==> config.mk <==
export PLATFORM = sky130hd
export DESIGN_NAME = prio_irq_ctrl
export DESIGN_NICKNAME = d
export VERILOG_FILES = /design/src/rtl/prio_irq_ctrl.sv
export SDC_FILE = /design/constraint.sdc
export NUM_CORES = 1
export LEC_CHECK = 0
export ABC_AREA = 1
export BUFFER_PORTS_ARGS = -buffer_cell sky130_fd_sc_hd__buf_2
export CAP_MARGIN = 10
export CELL_PAD_IN_SITES_DETAIL_PLACEMENT = 0
export CELL_PAD_IN_SITES_GLOBAL_PLACEMENT = 1
export CORE_MARGIN = 5
export CORE_UTILIZATION = 40
export CTS_BUF_LIST = sky130_fd_sc_hd__clkbuf_8 sky130_fd_sc_hd__clkbuf_16
export DETAILED_ROUTE_END_ITERATION = 12
export PLACE_DENSITY = 0.8
export RECOVER_POWER = 25
export SLEW_MARGIN = 15
export SYNTH_ARGS = -nofsm -noshare
export SYNTH_HDL_FRONTEND = slang
export SYNTH_SLANG_ARGS = --single-unit
export TNS_END_PERCENT = 10
==> constraint.sdc <==
create_clock -name clk -period 5.5 [get_ports clk]
set_input_delay 0.825 -clock clk [delete_from_list [all_inputs] [get_ports clk]]
set_output_delay 0.825 -clock clk [all_outputs]
set_load 0.005 [all_outputs]
==> src/rtl/prio_irq_ctrl.sv <==
module prio_irq_ctrl (
  input  logic       clk,
  input  logic       rst_n,
  input  logic [7:0] irq_i,
  input  logic       ack_i,
  output logic       int_o,
  output logic [7:0] vec_o,
  input  logic       wr_en_i,
  input  logic [1:0] wr_sel_i,
  input  logic [7:0] wr_data_i,
  input  logic       rd_en_i,
  output logic [7:0] rd_data_o
);
  localparam int NLVL = 8;
  localparam int LW   = $clog2(NLVL);

  logic [NLVL-1:0] irr_q, isr_q, mask_q;
  logic [7:0]      base_q;
  logic [LW-1:0]   bot_q;
  logic            smm_q, poll_q;

  logic [NLVL-1:0] elig;
  logic [LW-1:0]   req_lvl, req_pos, svc_lvl, svc_pos;
  logic            req_any, svc_any;

  assign elig = irr_q & ~mask_q & (smm_q ? ~isr_q : {NLVL{1'b1}});

  always_comb begin
    req_any = 1'b0; req_lvl = '0; req_pos = '0;
    svc_any = 1'b0; svc_lvl = '0; svc_pos = '0;
    for (int i = NLVL-1; i >= 0; i--) begin
      if (elig[bot_q + LW'(1) + LW'(i)]) begin
        req_any = 1'b1;
        req_lvl = bot_q + LW'(1) + LW'(i);
        req_pos = LW'(i);
      end
      if (isr_q[bot_q + LW'(1) + LW'(i)]) begin
        svc_any = 1'b1;
        svc_lvl = bot_q + LW'(1) + LW'(i);
        svc_pos = LW'(i);
      end
    end
  end

  assign int_o     = req_any && (smm_q || !svc_any || (req_pos < svc_pos));
  assign vec_o     = base_q + {5'd0, (int_o ? req_lvl : 3'd7)};
  assign rd_data_o = (poll_q && int_o) ? {1'b1, 4'd0, req_lvl} : 8'h00;

  logic            cmd_wr, eoi_hit, rot_set;
  logic [LW-1:0]   eoi_lvl;
  logic            grant;
  logic [NLVL-1:0] set_v, clr_v;

  assign cmd_wr  = wr_en_i && (wr_sel_i == 2'd2);
  assign eoi_lvl = wr_data_i[6] ? wr_data_i[2:0] : svc_lvl;
  assign eoi_hit = cmd_wr && wr_data_i[5] && (wr_data_i[6] || svc_any);
  assign rot_set = cmd_wr && !wr_data_i[5] && wr_data_i[6] && wr_data_i[7];
  assign grant   = int_o && (ack_i || (rd_en_i && poll_q));
  assign set_v   = grant   ? (NLVL'(1) << req_lvl) : '0;
  assign clr_v   = eoi_hit ? (NLVL'(1) << eoi_lvl) : '0;

  always_ff @(posedge clk) begin
    if (!rst_n) begin
      irr_q  <= '0;
      isr_q  <= '0;
      mask_q <= '0;
      base_q <= 8'h00;
      bot_q  <= LW'(NLVL-1);
      smm_q  <= 1'b0;
      poll_q <= 1'b0;
    end else begin
      irr_q <= (irr_q | irq_i) & ~set_v;
      isr_q <= (isr_q & ~clr_v) | set_v;
      if (rd_en_i) poll_q <= 1'b0;
      if (wr_en_i) begin
        case (wr_sel_i)
          2'd0: mask_q <= wr_data_i;
          2'd1: base_q <= wr_data_i;
          2'd3: begin
            smm_q  <= wr_data_i[0];
            poll_q <= wr_data_i[1];
          end
          default: ;
        endcase
      end
      if (eoi_hit && wr_data_i[7]) bot_q <= eoi_lvl;
      else if (rot_set)            bot_q <= wr_data_i[2:0];
    end
  end
endmodule


After elaboration in Yosys (flattened, before gate mapping)
Cells that the tools add are included.

word-level totals
  bits in registers = 37
  input bits = 23
  output and inout port bits = 17
  logic and storage cells = 153

operators by class
  add/sub/neg operators = 9
  $lt $le $gt $ge = 9
  eq/ne operators = 3
  shifts and indexed selects = 2
  multiplexer cells = 91
  bitwise gates (word level) = 10
  reduce and logical (&&, ||, !) cells = 22

operators with widths
  cell                                                                  count
  3-bit two-way mux                                                     36
  1-bit binary-select mux with 3-bit select                             16
  1-bit two-way mux                                                     35
  8-bit bitwise AND                                                     4
  3-bit by 4-bit < comparator with 1-bit output, second input constant  8
  8-bit two-way mux                                                     4
  8-bit inverter                                                        4
  8-bit OR                                                              2
  1-bit by 3-bit left shift with 8-bit output, first input constant     2
  3-bit adder, second input constant                                    4
  1-bit logical AND                                                     11
  8-bit by 3-bit adder with 8-bit output                                1
  3-bit by 1-bit adder with 3-bit output, second input constant         2
  3-bit by 2-bit adder with 3-bit output, second input constant         2
  2-bit AND reduction                                                   3
  2-bit == test, second input constant                                  2
  1-bit logical OR                                                      4
  3-bit < comparator                                                    1
  2-bit by 1-bit == test with 1-bit output, second input constant       1
  1-bit logical NOT                                                     2
  2-bit logical NOT                                                     1
  2-bit nonzero test                                                    1

Logic depth before layout (Yosys ltp)
Gate-level depths: netlist (run 1).

  depth in word-level cells = 20
  depth in mapped cells = 31
  mapped depth without buffers = 30

Least setup slack after synthesis (run 1)
OpenSTA, ideal clock, no wires.

  path type = flip-flop to output port
  start = register bot_q[0]
  end = output port vec_o[7]
  arrival time = 4027 ps
  data required time = 4675 ps
  path slack = 648 ps
  stages on the path, launching flop included = 26
  buffers on the path = 4
  cells stage by stage = dfxtp_1 > buf_6 > inv_2 > buf_6 > ha_1 > buf_4 > xnor2_2 > buf_6 > nand3_1 > nand3_1 > nand2_1 > nor2_1 > inv_1 > nor4_1 > ha_1 > a21oi_1 > nand2_2 > a21boi_4 > nand2_1 > ha_1 > a21oi_1 > inv_1 > a31oi_1 > nor3b_1 > nand3_1 > xnor2_1

between the ends
  longest elaborated chain between the ends = 18
  elaborated cells between the ends (all ways) = 87
  those cells by class = 9 x add/sub; 1 x order compare; 73 x mux; 4 x reduce/logical

ends and longest elaborated chain
  element                                                               line    RTL
  start, declared                                                       19      logic [LW-1:0] bot_q;
  start signal, assigned                                                68      bot_q <= LW'(NLVL-1);
  start signal, assigned                                                86      if (eoi_hit && wr_data_i[7]) bot_q <= eoi_lvl;
  start signal, assigned                                                87      else if (rot_set) bot_q <= wr_data_i[2:0];
  3-bit by 1-bit adder with 3-bit output (*)                            32, 37
  parallel branches: the longest is 14 deep, another holds 3-bit adder  --
  1-bit logical AND (*)                                                 45      assign int_o = req_any && (smm_q || !svc_any || (req_pos < svc_pos));
  via int_o                                                             6       output logic int_o,
  3-bit two-way mux (*)                                                 46      assign vec_o = base_q + {5'd0, (int_o ? req_lvl : 3'd7)};
  8-bit by 3-bit adder with 8-bit output (*)                            46
  end, declared                                                         7       output logic [7:0] vec_o,

Mark *: on every way through the listed nets, which the timed path passes. The select of a mux whose other input is x is not followed.

Worst setup path after layout (run 1)
  start = register bot_q[0]
  end = output port vec_o[6]

between the ends
  longest elaborated chain between the ends = 18
  elaborated cells between the ends (all ways) = 87
  those cells by class = 9 x add/sub; 1 x order compare; 73 x mux; 4 x reduce/logical

ends and longest elaborated chain
  element                                                               line
  3-bit by 1-bit adder with 3-bit output (*)                            32, 34, 37
  parallel branches: the longest is 15 deep, another holds 3-bit adder  --
  3-bit two-way mux (*)                                                 46
  8-bit by 3-bit adder with 8-bit output (*)                            46

Mark *: on every way between the ends. The select of a mux whose other input is x is not followed.

==> impl_metrics.py, run 1 <==
metrics = {
    "global_route": {
        "grt.total_usage": 0.204,
        "grt_pass1_wl_um": 16400,
        "antenna_found_initial": 0,
        "grt_pass1_vias": 3288,
        "grt_overflow": 0,
        "maximum_number_of_pins_on_one_net_before_global_route_repair": 31,
    },
    "sta": {
        "fin_max_slew_vios": 0,
        "layout_min_cycle_time_ps": 5200,
        "relSlewSlack": 0.257,
        "finalSetupTns_ps": 0,
        "setup_viol": 0,
        "clock-skew-final_ps": 5.42,
        "tightest_slew_ps": 1110,
        "layout_setup_ws_ps": 301,
        "hold_viol_final": 0,
        "timing.final.crit_share": 0.945,
        "fmaxAchievable_ghz": 0.192,
    },
    "setup_path": {
        "timing.critical_path.from": "bot_q[0]$_SDFFE_PN1P_",
        "critPathLaunchType": "register",
        "critPathMaxFanout": 14,
        "worstPathRequired_ps": 4680,
        "max_stage_delay_ps": 420,
        "worst_setup_path_end_kind": "output port",
        "r2r.worst_path.cells": 23,
        "slowest_stage": "fa_1",
        "endpoint": "vec_o[6]",
        "crit_arrival_ps": 4370,
        "criticalPathCategory": "reg2out",
        "critical_path.most_common_cell": "nand2_1",
        "r2r-end": "isr_q[1]$_SDFF_PN0_",
        "r2r-start": "bot_q[0]$_SDFFE_PN1P_",
        "rrSetupSlack_ps": 2290,
    },
    "synth": {
        "synth_seq_cells": 37,
        "dominant_cell_type_by_area_after_synthesis": "dfxtp_1",
        "synthArstFlopShare": 0,
        "share_of_the_synthesized_area_in_the_top_cell_type": 0.230,
        "synthTopCellsByArea": "dfxtp_1, nand2_1, nand3_1",
        "synth_area_um2": 3230,
        "synth_sequential_area_ratio": 0.230,
        "synth_warnings": 0,
        "syn_inst": 548,
        "synth.avg_cell_area_um2": 5.89,
        "number_of_enable_flip_flop_cells_after_synthesis": 0,
        "yosys_most_used_dff": "dfxtp_1",
        "synth_cell_type_count": 41,
    },
    "floorplan": {
        "die_area_um2": 9960,
        "floorplan.die.width_um": 99.8,
        "initial_core_util": 0.413,
        "fp.coreArea_um2": 7810,
        "top_level_ports": 40,
        "row_count": 32,
        "die-height_um": 99.8,
    },
    "place": {
        "place_worst_setup_slack_ps": 275,
        "number_of_buffer_cells_added_on_primary_ports": 35,
        "globalplace.congestion": 0.959,
        "dp_hpwl_um": 7940,
        "dpl_cell_area_um2": 3430,
    },
    "cts": {
        "clk_path_buf_depth": 2,
        "tritoncts": "yes",
        "clock_sink_count": 37,
        "insertion_delay_ps": 290,
        "numCtsBuffers": 5,
        "cts.clk_slew.worst_paths_ps": 70,
        "cts-root-buf": "clkbuf_8",
        "clock_tree.htree_level_count": 2,
    },
    "drt": {
        "detail_route.first_pass.iterations": 6,
        "via_to_cell_ratio": 5.17,
        "avgRoutedWirePerCell_um": 14.5,
        "detail_route_antenna_nets": 0,
        "drt_first_iter_violations": 221,
        "post-route-drc-count": 0,
        "vias": 3571,
        "wirelength_um": 10000,
    },
    "power": {
        "pwr-share-seq": 0.190,
        "internal_power_w": 0.000861,
        "switching_share": 0.526,
        "p_switching_w": 0.000954,
        "pwr-share-clk": 0.105,
        "worst_ir_drop_vdd_mv": 0.425,
        "comb_power_share": 0.704,
        "power_per_cell_area_nw_per_um2": 490,
        "leakage_nw": 1.88,
        "power_w": 0.00182,
    },
    "finish": {
        "final_cell_area_um2": 3710,
        "layout-drive-gt1-share": 0.154,
        "syn_to_final_growth_pct": 14.9,
        "most_frequent_cells_in_the_layout": "nand2_1, inv_1, nand3_1, nor2_1, dfxtp_1",
        "antennaDiodeCount": 0,
        "finalCoreUtilization": 0.475,
        "finalNetCount": 620,
        "final_common_cell": "nand2_1",
    },
    "run_status": {
        "status": "finished clean",
    },
    "job": {
        "max_cap_viol_count": 0,
    },
    "hold_path": {
        "type_of_the_worst_min_delay_path": "reg2reg",
    },
}
stage by stage:
| step | hold WS, ps | cells |
|---|---|---|
| after floorplan | 450 | 551 |
| after global placement | 484 | 673 |
| after detailed placement | 494 | 673 |
| after CTS | 504 | 680 |
| after global routing | 542 | 691 |
| final | 502 | 691 |
synth_stat cells (4+ instances only):
cell	count
xor2_1	4
a21oi_1	36
o21ai_1	5
nand4_1	21
nand3_1	56
nand2_1	166
inv_1	64
nor2_1	57
buf_4	6
nand2_2	8
dfxtp_1	37
inv_2	4
ha_1	7
clkbuf_1	4
buf_6	6
o21ai_0	32
how the worst min path moves through the flow:
stage	start	end	slack [ps]	depth (start not counted)
finish	mask_q[3]$_SDFFE_PN0P_	mask_q[3]$_SDFFE_PN0P_	500	2
global route	mask_q[3]$_SDFFE_PN0P_	mask_q[3]$_SDFFE_PN0P_	540	2
CTS	mask_q[2]$_SDFFE_PN0P_	mask_q[2]$_SDFFE_PN0P_	500	2
detailed placement	mask_q[2]$_SDFFE_PN0P_	mask_q[2]$_SDFFE_PN0P_	490	2
global placement	mask_q[2]$_SDFFE_PN0P_	mask_q[2]$_SDFFE_PN0P_	480	2
floorplan	mask_q[2]$_SDFFE_PN0P_	mask_q[2]$_SDFFE_PN0P_	450	2
power by group through the flow:
stage | registers (W) | logic [W] | clock network (W)
floorplan | 0.000335 | 0.000875 | 0
global placement | 0.000350 | 0.00116 | 0
detailed placement | 0.000351 | 0.00117 | 0
CTS | 0.000345 | 0.00118 | 0.000194
global route | 0.000351 | 0.00145 | 0.000207
finish | 0.000345 | 0.00128 | 0.000191
cell families (layout without fill, tap and decap cells):
kind of cell    count (synthesis)  after routing  share of synthesized area
fa+ha+maj                       8              8                     0.0333
other cells                     1              4                    0.00116
simple gates                  325            325                      0.444
flops                          37             37                      0.230
xor+xnor                        8              8                     0.0299
mux                             1              1                    0.00310
compound gates                 80             80                      0.134
buf+inv                        88            126                      0.125
sequential cells by signal (all words and copies together) (netlist names):
| name | cells |
|---|---|
| isr_q | 8 |
| irr_q | 8 |
| bot_q | 3 |
| mask_q | 8 |
| smm_q | 1 |
| poll_q | 1 |
| base_q | 8 |
worst max-delay path: cells and delay by family (launching register included):
family,cells,cell delay [ps]
flip-flops,1,370
adder cells (fa/ha/maj),4,1150
XOR/XNOR,1,110
AND/OR/NAND/NOR,14,1490
AO/OA/AOI/OAI,2,380
buffers and inverters,6,580
final cells by class:
type	instances	area, um2
well taps	102	128
inverters	69	265
repair inverters	1	5.00
repair buffers	49	312
clock inverters	1	3.75
clock buffers	6	82.6
multi-input cells	426	2170
fillers	875	4100
flip-flops and latches	37	744
metal layers:
layer	wire [um]	track usage	vias to the layer above	part of all wire
met5	0	0	-	0
met4	166	0.0536	0	0.017
met3	523	0.0264	15	0.052
met2	4780	0.342	95	0.48
met1	4540	0.276	1610	0.45
li1	-	-	1851	-
what timing repair did:
item                                    in CTS  in global routing
setup buffers                                0                  9
endpoints found under the setup margin       2                  5
gates cloned                                 0                  2
hold buffers                                 0                  0
pin swaps                                    0                  3
resized for setup                            4                 15
Power figures use the tool's default switching activity.
==> inputs of run 2 (changes only) <==
--- a/config.mk
+++ b/config.mk
@@ -12,12 +12,10 @@
 export CELL_PAD_IN_SITES_GLOBAL_PLACEMENT = 1
 export CORE_MARGIN = 5
 export CORE_UTILIZATION = 40
-export CTS_BUF_LIST = sky130_fd_sc_hd__clkbuf_8 sky130_fd_sc_hd__clkbuf_16
 export DETAILED_ROUTE_END_ITERATION = 12
 export PLACE_DENSITY = 0.8
-export RECOVER_POWER = 25
+export RECOVER_POWER = 100
 export SLEW_MARGIN = 15
 export SYNTH_ARGS = -nofsm -noshare
 export SYNTH_HDL_FRONTEND = slang
 export SYNTH_SLANG_ARGS = --single-unit
-export TNS_END_PERCENT = 10
==> impl_metrics.py, run 2 (synthesis results as in run 1) <==
metrics = {
    "run_status": {
        "status": "finished clean",
    },
    "sta": {
        "clock-skew-final_ps": 3.43,
        "fmaxAchievable_ghz": 0.193,
        "relSlewSlack": 0.266,
        "tightest_slew_ps": 1100,
        "timing.final.crit_share": 0.941,
        "setup_viol": 0,
        "fin_max_slew_vios": 0,
        "layout_min_cycle_time_ps": 5170,
        "hold_viol_final": 0,
        "hold-worst-slack_ps": 502,
        "layout_setup_ws_ps": 325,
    },
    "cts": {
        "clk_path_buf_depth": 2,
        "clock_tree.htree_level_count": 2,
        "cts.clk_slew.worst_paths_ps": 70,
        "clock_sink_count": 37,
        "insertion_delay_ps": 290,
        "numCtsBuffers": 5,
        "cts_hold_repair.buffers": 0,
        "tritoncts": "yes",
        "cts-root-buf": "clkbuf_8",
    },
    "hold_path": {
        "worst_hold_path.endpoint": "mask_q[2]$_SDFFE_PN0P_",
        "holdCritStartpoint": "mask_q[2]$_SDFFE_PN0P_",
        "type_of_the_worst_min_delay_path": "reg2reg",
        "holdPathStages": 2,
    },
    "setup_path": {
        "rrSetupSlack_ps": 2180,
        "critPathLaunchType": "register",
        "r2r.worst_path.cells": 23,
        "r2r-end": "isr_q[1]$_SDFF_PN0_",
        "r2r-start": "bot_q[0]$_SDFFE_PN1P_",
        "crit_arrival_ps": 4350,
        "critPathMaxFanout": 14,
        "criticalPathCategory": "reg2out",
        "worst_setup_path_end_kind": "output port",
        "worstPathRequired_ps": 4680,
    },
    "place": {
        "globalplace.congestion": 0.959,
        "place_inst": 673,
        "dp_hpwl_um": 7940,
        "place_worst_setup_slack_ps": 275,
        "number_of_buffer_cells_added_on_primary_ports": 35,
    },
    "power": {
        "pwr-share-seq": 0.193,
        "switching_share": 0.526,
        "internal_power_w": 0.000849,
        "pwr-share-clk": 0.107,
        "leakage_nw": 1.85,
        "p_switching_w": 0.000942,
        "comb_power_share": 0.700,
        "power_per_cell_area_nw_per_um2": 485,
        "worst_ir_drop_vdd_mv": 0.452,
        "power_w": 0.00179,
    },
    "drt": {
        "detail_route_antenna_nets": 0,
        "drt_first_iter_violations": 213,
        "via_to_cell_ratio": 5.17,
        "wirelength_um": 9970,
        "vias": 3573,
        "post-route-drc-count": 0,
        "avgRoutedWirePerCell_um": 14.4,
        "detail_route.first_pass.iterations": 5,
    },
    "job": {
        "max_cap_viol_count": 0,
    },
    "global_route": {
        "maximum_number_of_pins_on_one_net_before_global_route_repair": 31,
        "grt.total_usage": 0.204,
        "antenna_found_initial": 0,
        "grt_pass1_vias": 3288,
        "grt_overflow": 0,
        "grt_pass1_wl_um": 16400,
    },
    "finish": {
        "finalCoreUtilization": 0.473,
        "final_common_cell": "nand2_1",
        "stdcell_count": 691,
        "antennaDiodeCount": 0,
        "layout-drive-gt1-share": 0.143,
        "syn_to_final_growth_pct": 14.3,
        "finalNetCount": 620,
        "most_frequent_cells_in_the_layout": "nand2_1, inv_1, nand3_1",
    },
    "floorplan": {
        "die_area_um2": 9960,
        "floorplan.die.width_um": 99.8,
        "fp.coreArea_um2": 7810,
        "initial_core_util": 0.413,
        "row_count": 32,
        "top_level_ports": 40,
        "die-height_um": 99.8,
    },
}
==> run 2: layout make-up <==
cell class	count	area, um2
tap	102	128
multi-input combinational	426	2160
fill	875	4120
clock buffer	7	86.3
sequential	37	744
timing repair inverter	1	5.00
inverter	69	265
timing repair buffer	49	305
==> run 2: what timing repair did <==
action | CTS | global route
pin swaps | 0 | 4
buffers inserted | 0 | 9
setup endpoints to repair | 2 | 5
resized for setup | 4 | 17
cloned | 0 | 2
==> run 2: metrics by stage <==
| stage | instance area (um2) | TNS [ps] |
|---|---|---|
| floorplan | 3240 | 0 |
| global placement | 3430 | 0 |
| detailed placement | 3430 | 0 |
| CTS | 3540 | 0 |
| global route | 3690 | -14.0 |
| finish | 3690 | 0 |
==> run 2: how the worst max path moves through the flow <==
stage                     cells after the start                   from  slack, ps  endpoint
after floorplan                              25  bot_q[0]$_SDFFE_PN1P_        650  vec_o[7]
after global placement                       27  bot_q[0]$_SDFFE_PN1P_        280  vec_o[7]
after detailed placement                     27  bot_q[0]$_SDFFE_PN1P_        270  vec_o[7]
after CTS                                    27  bot_q[0]$_SDFFE_PN1P_         80  vec_o[7]
after global routing                         26  bot_q[0]$_SDFFE_PN1P_        -10  vec_o[7]
final                                        27  bot_q[0]$_SDFFE_PN1P_        330  vec_o[6]
==> run 2: worst max-delay path, stage by stage, from the launching register on <==
cell and delay (ps):
dfxtp_4 370, buf_12 150, ha_1 200, nand2_1 110
nand2_4 100, inv_2 120, nand2_1 70, nand2_2 110
inv_2 80, nand3_1 120, nand2_2 110, nor2_2 110
inv_1 70, nor4_2 260, ha_1 310, nand2_1 70
inv_1 40, nand2_1 70, nand2_2 90, a21boi_4 200
nand2_1 80, ha_1 230, fa_1 430, a21oi_2 170
nor2_1 70, nand3_1 80, xnor2_1 110, buf_2 130
==> run 2: power by group through the flow <==
stage | clock network [W] | logic (W) | registers (W)
2_1_floorplan | 0 | 0.000875 | 0.000335
3_3_place_gp | 0 | 0.00116 | 0.000350
3_5_place_dp | 0 | 0.00117 | 0.000351
4_1_cts | 0.000196 | 0.00118 | 0.000345
5_1_grt | 0.000208 | 0.00143 | 0.000351
6_report | 0.000192 | 0.00125 | 0.000346
==> run 2: routing by layer <==
metal | share of wire | GRT usage
met3 | 0.053 | 0.0264
met1 | 0.46 | 0.276
met2 | 0.48 | 0.342
met5 | 0 | 0
met4 | 0.016 | 0.0536
